File: config.mk
export PLATFORM = sky130hd
export DESIGN_NAME = eightop_alu
export DESIGN_NICKNAME = d
export VERILOG_FILES = /design/src/rtl/eightop_alu_pkg.sv /design/src/rtl/alu_addsub.sv /design/src/rtl/alu_shifter.sv /design/src/rtl/alu_flags.sv /design/src/rtl/eightop_alu.sv
export SDC_FILE = /design/constraint.sdc
export NUM_CORES = 1
export LEC_CHECK = 0
export ABC_AREA = 1
export ABC_CLOCK_PERIOD_IN_PS = 5200
export BUFFER_PORTS_ARGS = -buffer_cell sky130_fd_sc_hd__buf_2
export CAP_MARGIN = 5
export CORE_UTILIZATION = 48
export DETAILED_ROUTE_END_ITERATION = 10
export PLACE_DENSITY = 0.7
export RECOVER_POWER = 25
export SYNTH_ARGS = -nofsm -noshare
export SYNTH_HDL_FRONTEND = slang
export SYNTH_SLANG_ARGS = --single-unit
File: constraint.sdc
create_clock -name vclk -period 5.2
set_clock_uncertainty 0.1 [all_clocks]
set_input_delay 0.52 -clock vclk [all_inputs]
set_output_delay 0.52 -clock vclk [all_outputs]
set_load 0.02 [all_outputs]
File: src/rtl/eightop_alu_pkg.sv
package eightop_alu_pkg;

    typedef enum logic [2:0] {
        OP_OR  = 3'b000,
        OP_AND = 3'b001,
        OP_ADD = 3'b010,
        OP_SUB = 3'b011,
        OP_SHL = 3'b100,
        OP_SHR = 3'b101,
        OP_SAR = 3'b110,
        OP_SLT = 3'b111
    } alu_op_e;

    localparam int FLG_EQ    = 0;
    localparam int FLG_OF    = 1;
    localparam int FLG_CF    = 2;
    localparam int FLG_ZF    = 3;
    localparam int FLG_SF    = 4;
    localparam int NUM_FLAGS = 5;

endpackage

File: src/rtl/alu_addsub.sv
// Shared adder: subtraction is a + ~b + 1 on the same carry chain.
module alu_addsub #(
    parameter int W = 8
) (
    input  logic [W-1:0] a_i,
    input  logic [W-1:0] b_i,
    input  logic         sub_i,
    output logic [W-1:0] sum_o,
    output logic         cout_o,
    output logic         ovf_o
);
    logic [W-1:0] b_eff;
    logic [W:0]   wide;

    always_comb begin
        b_eff  = b_i ^ {W{sub_i}};
        wide   = {1'b0, a_i} + {1'b0, b_eff} + {{W{1'b0}}, sub_i};
        sum_o  = wide[W-1:0];
        cout_o = wide[W];
        // operands seen by the adder agree in sign, sum disagrees
        ovf_o  = (a_i[W-1] == b_eff[W-1]) && (wide[W-1] != a_i[W-1]);
    end
endmodule

File: src/rtl/alu_shifter.sv
// Logarithmic barrel shifter; one stage per bit of the shift count.
module alu_shifter #(
    parameter int W = 8,
    localparam int SW = $clog2(W)
) (
    input  logic [W-1:0]  a_i,
    input  logic [SW-1:0] amt_i,
    input  logic          arith_i,
    output logic [W-1:0]  left_o,
    output logic [W-1:0]  right_o
);
    logic         fill;
    logic [W-1:0] l_stg [0:SW];
    logic [W-1:0] r_stg [0:SW];

    assign fill     = arith_i & a_i[W-1];
    assign l_stg[0] = a_i;
    assign r_stg[0] = a_i;

    for (genvar s = 0; s < SW; s++) begin : g_stage
        localparam int SH = 1 << s;
        assign l_stg[s+1] = amt_i[s] ? {l_stg[s][W-1-SH:0], {SH{1'b0}}} : l_stg[s];
        assign r_stg[s+1] = amt_i[s] ? {{SH{fill}}, r_stg[s][W-1:SH]}  : r_stg[s];
    end

    assign left_o  = l_stg[SW];
    assign right_o = r_stg[SW];
endmodule

File: src/rtl/alu_flags.sv
// Condition vector: every bit rebuilt from current inputs.
module alu_flags
    import eightop_alu_pkg::*;
#(
    parameter int W = 8
) (
    input  logic [W-1:0]         x_i,
    input  logic [W-1:0]         y_i,
    input  logic [W-1:0]         res_i,
    input  logic                 arith_i,
    input  logic                 sub_i,
    input  logic                 cout_i,
    input  logic                 ovf_i,
    output logic [NUM_FLAGS-1:0] flags_o
);
    always_comb begin
        flags_o         = '0;
        flags_o[FLG_EQ] = (x_i == y_i);
        flags_o[FLG_OF] = arith_i & ovf_i;
        // borrow is the inverse of the carry when subtracting
        flags_o[FLG_CF] = arith_i & (cout_i ^ sub_i);
        flags_o[FLG_ZF] = (res_i == '0);
        flags_o[FLG_SF] = res_i[W-1];
    end
endmodule

File: src/rtl/eightop_alu.sv
module eightop_alu
    import eightop_alu_pkg::*;
#(
    parameter int W = 8,
    localparam int SW = $clog2(W)
) (
    input  logic [W-1:0]         x_i,
    input  logic [W-1:0]         y_i,
    input  logic [2:0]           op_i,
    output logic [W-1:0]         res_o,
    output logic [NUM_FLAGS-1:0] flags_o
);
    typedef struct packed {
        logic         is_sub;
        logic         is_arith;
        logic         is_sar;
        logic [W-1:0] res;
    } alu_sel_t;

    alu_op_e      op;
    alu_sel_t     sel_d;
    logic [W-1:0] sum;
    logic         cout;
    logic         ovf;
    logic [W-1:0] shl;
    logic [W-1:0] shr;

    assign op = alu_op_e'(op_i);

    alu_addsub #(.W(W)) u_addsub (
        .a_i    (x_i),
        .b_i    (y_i),
        .sub_i  (sel_d.is_sub),
        .sum_o  (sum),
        .cout_o (cout),
        .ovf_o  (ovf)
    );

    alu_shifter #(.W(W)) u_shift (
        .a_i     (x_i),
        .amt_i   (y_i[SW-1:0]),
        .arith_i (sel_d.is_sar),
        .left_o  (shl),
        .right_o (shr)
    );

    always_comb begin
        sel_d          = '0;
        sel_d.is_sub   = (op == OP_SUB);
        sel_d.is_arith = (op == OP_ADD) || (op == OP_SUB);
        sel_d.is_sar   = (op == OP_SAR);
        unique case (op)
            OP_OR:  sel_d.res = x_i | y_i;
            OP_AND: sel_d.res = x_i & y_i;
            OP_ADD,
            OP_SUB: sel_d.res = sum;
            OP_SHL: sel_d.res = shl;
            OP_SHR,
            OP_SAR: sel_d.res = shr;
            OP_SLT: sel_d.res = {{(W-1){1'b0}}, ($signed(x_i) < $signed(y_i))};
            default: sel_d.res = '0;
        endcase
    end

    assign res_o = sel_d.res;

    alu_flags #(.W(W)) u_flags (
        .x_i     (x_i),
        .y_i     (y_i),
        .res_i   (sel_d.res),
        .arith_i (sel_d.is_arith),
        .sub_i   (sel_d.is_sub),
        .cout_i  (cout),
        .ovf_i   (ovf),
        .flags_o (flags_o)
    );
endmodule

# After elaboration in Yosys (flattened, before gate mapping)
# Index checks and enable logic that the tools add are counted.
word_totals:
  reg_bits: 0
  input_bits: 19
  out_inout_bits: 13
op_classes:
  n_addsub: 2
  magnitude_cmp: 1
  eq_ne: 10
  muxes: 7
  bitwise: 7
  n_reduce_logical: 6
op_table:
  columns: ["cell", "n"]
  rows:
  - ["8-bit two-way mux", 6]
  - ["8-bit case mux with 6 select lines", 1]
  - ["3-bit equality test (second input constant)", 4]
  - ["8-bit by 8-bit adder with 9-bit output", 1]
  - ["9-bit by 1-bit adder with 9-bit output", 1]
  - ["8-bit AND", 1]
  - ["8-bit equality test", 1]
  - ["8-bit zero test", 1]
  - ["8-bit less-than comparator", 1]
  - ["8-bit bitwise OR", 1]
  - ["8-bit XOR", 1]
  - ["3-bit by 2-bit equality test with 1-bit output (second input constant)", 2]
  - ["2-bit OR reduction", 2]
  - ["1-bit AND", 3]
  - ["3-bit by 1-bit equality test with 1-bit output (second input constant)", 1]
  - ["3-bit zero test", 1]
  - ["1-bit equality test", 1]
  - ["1-bit logical AND", 1]
  - ["1-bit logical OR", 1]
  - ["1-bit inequality test", 1]
  - ["1-bit XOR", 1]

# Logic depth before layout (Yosys ltp)
# Gate-level depths: netlist of the first run.
depth:
  depth_word: 7
  mapped_depth: 17
  ltp_nobuf: 16

# By module
# A second synthesis of the first run with hierarchy kept.
unflattened:
  cells_unflattened: 343
  area_unflattened_um2: 2070.7
modules_own_cells:
  columns: ["mod", "n_inst", "cells_per_inst", "area_each_um2", "seq_area_each_um2"]
  rows:
  - ["eightop_alu", 1, 117, 785.8, 0.0]
  - ["alu_shifter", 1, 93, 558.0, 0.0]
  - ["alu_addsub", 1, 75, 505.5, 0.0]
  - ["alu_flags", 1, 58, 221.5, 0.0]

# Worst setup path after synthesis of the first run
# OpenSTA, ideal clock, no wires.
synth_path:
  kind: "input to output"
  startpoint: "in y_i[1]"
  endpoint: "out flags_o[3]"
  t_arrival_ns: 2.429
  setup_slack_ns: 2.151
  stages: 12
  n_path_buf: 2
  cell_sequence: "buf_2 > inv_1 > buf_4 > xor2_1 > fa_1 > nor2_1 > nor3_1 > nor2_1 > nand3_1 > nor2_1 > nand3_1 > nor2_2"
synth_between:
  elab_chain_len: 5
synth_lines:
  columns: ["element", "line", "text"]
  rows:
  - ["start, declared", "eightop_alu.sv:8", "input logic [W-1:0] y_i,"]
  - ["8-bit XOR", "alu_addsub.sv:16", "b_eff = b_i ^ {W{sub_i}};"]
  - ["8-bit by 8-bit adder with 9-bit output", "alu_addsub.sv:17", "wide = {1'b0, a_i} + {1'b0, b_eff} + {{W{1'b0}}, sub_i};"]
  - ["9-bit by 1-bit adder with 9-bit output", "alu_addsub.sv:17", null]
  - ["8-bit case mux with 6 select lines (*)", "eightop_alu.sv:52", "unique case (op)"]
  - ["net res_o[2]", "eightop_alu.sv:10", "output logic [W-1:0] res_o,"]
  - ["8-bit zero test (*)", "alu_flags.sv:22", "flags_o[FLG_ZF] = (res_i == '0);"]
  - ["end, declared", "eightop_alu.sv:11", "output logic [NUM_FLAGS-1:0] flags_o"]
# The timed path passes the listed nets; every way through them passes the cells marked *.

# Final worst setup path of the first run
layout_path:
  startpoint: "in y_i[1]"
  endpoint: "out flags_o[3]"
layout_between:
  elab_chain_len: 5
layout_lines:
  columns: ["element", "line"]
  rows:
  - ["8-bit XOR", "alu_addsub.sv:16"]
  - ["8-bit by 8-bit adder with 9-bit output", "alu_addsub.sv:17"]
  - ["9-bit by 1-bit adder with 9-bit output", "alu_addsub.sv:17"]
  - ["8-bit case mux with 6 select lines (*)", "eightop_alu.sv:52"]
  - ["8-bit zero test (*)", "alu_flags.sv:22"]
# Mark *: on every way between the ends. The rest lies on a longest branch, timed or not.

==> results of run 1 <==
-- kinds of logic after synthesis --
family	Yosys count	share of synthesized area
XOR/XNOR	8	0.0390
adder cells (fa/ha/maj)	34	0.241
AO/OA/AOI/OAI	34	0.126
buffers and inverters	52	0.121
AND/OR/NAND/NOR	190	0.473
-- per-layer routing --
metal  global-route usage  part of all wire
met5                    0                 0
met4               0.0341            0.0087
met3                    0             0.039
met2                0.441              0.47
met1                0.372              0.49
-- layout by cell type, fill, tap and decap left out, drive strengths merged, types with 2 or more instances in the layout --
| cell | count |
|---|---|
| xor2 | 8 |
| nor3 | 4 |
| nand2 | 102 |
| nand3 | 40 |
| o21bai | 3 |
| nand4 | 2 |
| buf | 29 |
| o211ai | 4 |
| a21boi | 3 |
| o21ai | 6 |
| inv | 43 |
| nor2 | 35 |
| ha | 33 |
| nand3b | 3 |
| a21oi | 14 |
| clkbuf | 3 |
-- layout make-up --
| class | count | area [sq um] |
|---|---|---|
| Multi-Input combinational cell | 266 | 1580 |
| Fill cell | 404 | 1510 |
| Inverter | 43 | 161 |
| Timing Repair Buffer | 32 | 156 |
| Tap cell | 46 | 57.6 |
-- worst max path at each step --
stage | startpoint | end | slack [ps] | cells past startpoint
2_1_floorplan | y_i[1] | flags_o[3] | 2150 | 12
3_3_place_gp | y_i[1] | flags_o[3] | 1790 | 16
3_5_place_dp | y_i[1] | flags_o[3] | 1740 | 16
4_1_cts | y_i[1] | flags_o[3] | 1730 | 16
5_1_grt | y_i[1] | flags_o[3] | 980 | 16
6_report | y_i[1] | flags_o[3] | 1260 | 16
-- power breakdown --
part	total (mW)	switching (mW)	internal, mW	leakage [nW]
clock	0	0	0	0
sequential	0	0	0	0
combinational	0.204	0.135	0.0692	1.15
-- stage by stage --
step	power [mW]	std cells	cell area, sq um	util
after floorplan	0.148	318	1800	-
after global placement	0.202	387	1960	0.565
after detailed placement	0.202	387	1960	0.565
after CTS	0.203	387	1960	0.565
after global routing	0.229	387	1950	0.563
final	0.204	387	1950	0.563
-- worst max-delay path: stages --
cell and delay, ps:
clkbuf_1 560, inv_1 460, xor2_1 300, fa_1 460, nand2_1 80, inv_1 50, nand2_1 70, nand3b_1 80
nand3_1 90, nand3_1 70, nand2_1 80, nand2_1 50, nor2_1 80, nand3_1 110, nor2_2 90, buf_2 160
==> results_dict.tcl, run 1 <==
set metrics [dict create \
    antenna_found_initial 0 \
    nClkBuffers 0 \
    peakVddDrop_mv 0.0512 \
    n_antenna_cell 0 \
    avgRoutedWirePerCell_microns 13.4 \
    grt_max_degree 20 \
    drv_cap 0 \
    avgSynthCellArea_sq_um 5.65 \
    critPathMaxFanout 19 \
    required_ps 4580 \
    drt-pass1-iter-count 4 \
    min_to "flags_o[1]" \
    status "finished clean" \
    crit_type "in2out" \
    crit_path_start_kind "input pin" \
    layout_min_cycle_time_ps 3940 \
    rsz0062_at_grt "no" \
    syn_inst 318 \
    track_usage 0.259 \
    syn-num-nets 371 \
    final-hold-violation-count 0 \
    vias_per_cell 5.20 \
    power_leakage_nw 1.15 \
    arrival_ps 3320 \
    ctsHoldBuffers 0 \
    cellPowerDensity_nw_per_um2 104 \
    cts_resized 0 \
    dp_worst_setup_slack_ps 1740 \
    die_h_microns 63.2 \
    drc 0 \
    netlist_top_cells_count "96 x nand2_1, 40 x inv_1, 38 x nand3_1, 33 x ha_1, 32 x nor2_1" \
    synth_most_common_cell "nand2_1" \
    finalSetupViolCount 0 \
    grt_first_pass_wirelength_mm 8.33 \
    hold_start "x_i[7]" \
    end_kind "output pin" \
    vias 2014 \
    holdWs_ps 1430 \
    overflow 0 \
    slew_headroom 0.490 \
    min_period_over_period 0.758 \
    die_w_microns 63.2 \
    synth_cell_types 38 \
    tightest_slew_ps 766 \
    grt_pass1_vias 1814 \
    layout-drive-gt1-share 0.144 \
    place_congestion 0.906 \
    synth_top_cell_area_share 0.230 \
    dp_hpwl_mm 4.23 \
    antenna_left 0 \
    register_area_sq_um 0 \
    cts_setup_buffers 0 \
    ys_seq_area_frac 0 \
    synth_top_area_cell "ha_1" \
    yosysWarnings 0 \
    min_path_cells 4 \
    pin_count 32 \
    core-area_sq_um 3470 \
    netlist_top_cells_area "ha_1 23%, nand2_1 20%, nand3_1 11%" \
    finalSetupTns_ps 0 \
    timing.final.max_slew_violations 0 \
    die_area_sq_um 3990 \
    nNetsFinal 396 \
    design.seq.count 0 \
    max_freq_ghz 0.254 \
    finalWorstSetupSlack_ps 1260 \
    syn2layout_area_growth_pct 8.77 \
    drt_iter0_markers 174 \
    start_util 0.518 \
    row_count 21 \
    wirelength_mm 5.18 \
    place.port_buffers 32 \
    hp-class "in2out" \
    syn_area_sq_um 1800 \
]
Power figures use the tool's default switching activity.
==> run 2: changes to the inputs <==
--- a/config.mk
+++ b/config.mk
@@ -5,13 +5,13 @@
 export SDC_FILE = /design/constraint.sdc
 export NUM_CORES = 1
 export LEC_CHECK = 0
-export ABC_AREA = 1
-export ABC_CLOCK_PERIOD_IN_PS = 5200
+export ABC_AREA = 0
+export ABC_CLOCK_PERIOD_IN_PS = 3350
 export BUFFER_PORTS_ARGS = -buffer_cell sky130_fd_sc_hd__buf_2
 export CAP_MARGIN = 5
 export CORE_UTILIZATION = 48
 export DETAILED_ROUTE_END_ITERATION = 10
-export PLACE_DENSITY = 0.7
+export PLACE_DENSITY = 0.73
 export RECOVER_POWER = 25
 export SYNTH_ARGS = -nofsm -noshare
 export SYNTH_HDL_FRONTEND = slang
==> constraint.sdc (replaced) <==
create_clock -name vclk -period 3.35
set_clock_uncertainty 0.1 [all_clocks]
set_input_delay 0.335 -clock vclk [all_inputs]
set_output_delay 0.335 -clock vclk [all_outputs]
set_load 0.02 [all_outputs]
==> results_dict.tcl, run 2 <==
set metrics [dict create \
    ctsHoldBuffers 0 \
    synth_top_cell_area_share 0.242 \
    crit_path_start_kind "input pin" \
    die_w_microns 61.6 \
    finalSetupTns_ps 0 \
    place.port_buffers 32 \
    vias_per_cell 5.98 \
    grt_first_pass_wirelength_mm 8.07 \
    grt_pass1_vias 1700 \
    path_cells "buf_2, nor2_4, nand2_4, xnor2_4, ha_1, nor3_1, a211oi_1, xor2_1, a221oi_1, a21oi_1, nor4_4, buf_4" \
    layout-drive-gt1-share 0.248 \
    hp-class "in2out" \
    antenna_left 0 \
    grt_max_degree 17 \
    drt-pass1-iter-count 4 \
    avgRoutedWirePerCell_microns 16.9 \
    tightest_slew_ps 751 \
    drc 0 \
    yosysWarnings 0 \
    register_area_sq_um 0 \
    avgSynthCellArea_sq_um 7.67 \
    synth_cell_types 53 \
    wirelength_mm 5.19 \
    status "finished clean" \
    nNetsFinal 317 \
    synth_top_area_cell "ha_1" \
    cp_top_family "compound AO/OA/AOI/OAI gates" \
    rsz0062_at_grt "no" \
    drv_cap 0 \
    nClkBuffers 0 \
    peakVddDrop_mv 0.0824 \
    n_antenna_cell 0 \
    ys_seq_area_frac 0 \
    drt_iter0_markers 146 \
    design.seq.count 0 \
    netlist_top_cells_count "33 x ha_1, 21 x inv_1, 14 x nand2_1, 14 x nor2_1, 11 x a21oi_1" \
    cellPowerDensity_nw_per_um2 172 \
    holdWs_ps 1080 \
    power_uw 353 \
    max_freq_ghz 0.313 \
    final-hold-violation-count 0 \
    netlist_top_cells_area "ha_1 24%, mux2i_1 5.3%, xnor2_1 5.1%" \
    antenna_found_initial 0 \
    syn_inst 222 \
    syn2layout_area_growth_pct 20.9 \
    syn-num-nets 275 \
    most-common-layout-cells "33 x ha_1, 30 x buf_2, 21 x inv_1" \
    power_leakage_nw 0.992 \
    crit_slowest_cell "a211oi_1" \
    die_area_sq_um 3790 \
    die_h_microns 61.6 \
    pin_count 32 \
    vias 1841 \
    row_count 21 \
    crit_type "in2out" \
    place_congestion 0.934 \
    dp_hpwl_mm 4.34 \
    final_common_cell "ha_1" \
    stdcell_count 308 \
    critical_path.max_stage_delay_ps 360 \
    path_buf_inv 2 \
    arrival_ps 2760 \
    core-area_sq_um 3360 \
    min_period_over_period 0.954 \
    track_usage 0.287 \
    dp_cells 307 \
    end_kind "output pin" \
    critPathMaxFanout 8 \
    synth_most_common_cell "ha_1" \
    overflow 0 \
    slew_headroom 0.492 \
    layout_min_cycle_time_ps 3200 \
    required_ps 2910 \
    syn_area_sq_um 1700 \
    finalSetupViolCount 0 \
    start_util 0.506 \
    timing.final.max_slew_violations 0 \
]
## run 2: cell families (layout without fill, tap and decap cells)
| logic type | count (synthesis) | in the layout | synth area share |
|---|---|---|---|
| AO/OA/AOI/OAI | 58 | 58 | 0.238 |
| XOR/XNOR | 13 | 13 | 0.0669 |
| adder cells (fa/ha/maj) | 34 | 34 | 0.254 |
| buffers and inverters | 31 | 71 | 0.0874 |
| multiplexers | 16 | 16 | 0.130 |
| AND/OR/NAND/NOR | 70 | 70 | 0.223 |
## run 2: layout make-up
cell class                 count  area (sq um)
inverter                      22          82.6
tap                           46          57.6
fill                         329          1300
timing repair buffer          49           289
multi-input combinational    191          1630
## run 2: final timing paths
| path | from | end | cells past startpoint |
|---|---|---|---|
| max | op_i[2] | flags_o[3] | 12 |
| min | op_i[0] | flags_o[2] | 4 |
## run 2: where the power goes
part / internal [mW] / switching (mW)
clock: 0 / 0
combinational: 0.146 / 0.208
sequential: 0 / 0
total: 0.146 / 0.208
## run 2: metrics by stage
stage | worst slack (ps) | cell area, sq um | utilization
after floorplan | 22.3 | 1740 | -
after global placement | -25.3 | 2010 | 0.599
after detailed placement | -52.0 | 2010 | 0.599
after CTS | 40.5 | 2020 | 0.601
after global routing | 34.3 | 2060 | 0.612
final | 155 | 2060 | 0.612
## run 2: timing repair
action | 4_1_cts | 5_1_grt
resized for setup | 1 | 7
setup buffers | 0 | 1
pin swaps | 0 | 7
endpoints found under the hold margin | 0 | 0
setup endpoints to repair | 1 | 1
## run 2: per-layer routing
layer	track usage	routed length, microns	part of all wire
met1	0.392	2370	0.46
met2	0.478	2450	0.47
met3	0.0231	253	0.049
met4	0.0857	127	0.024
met5	0	0	0
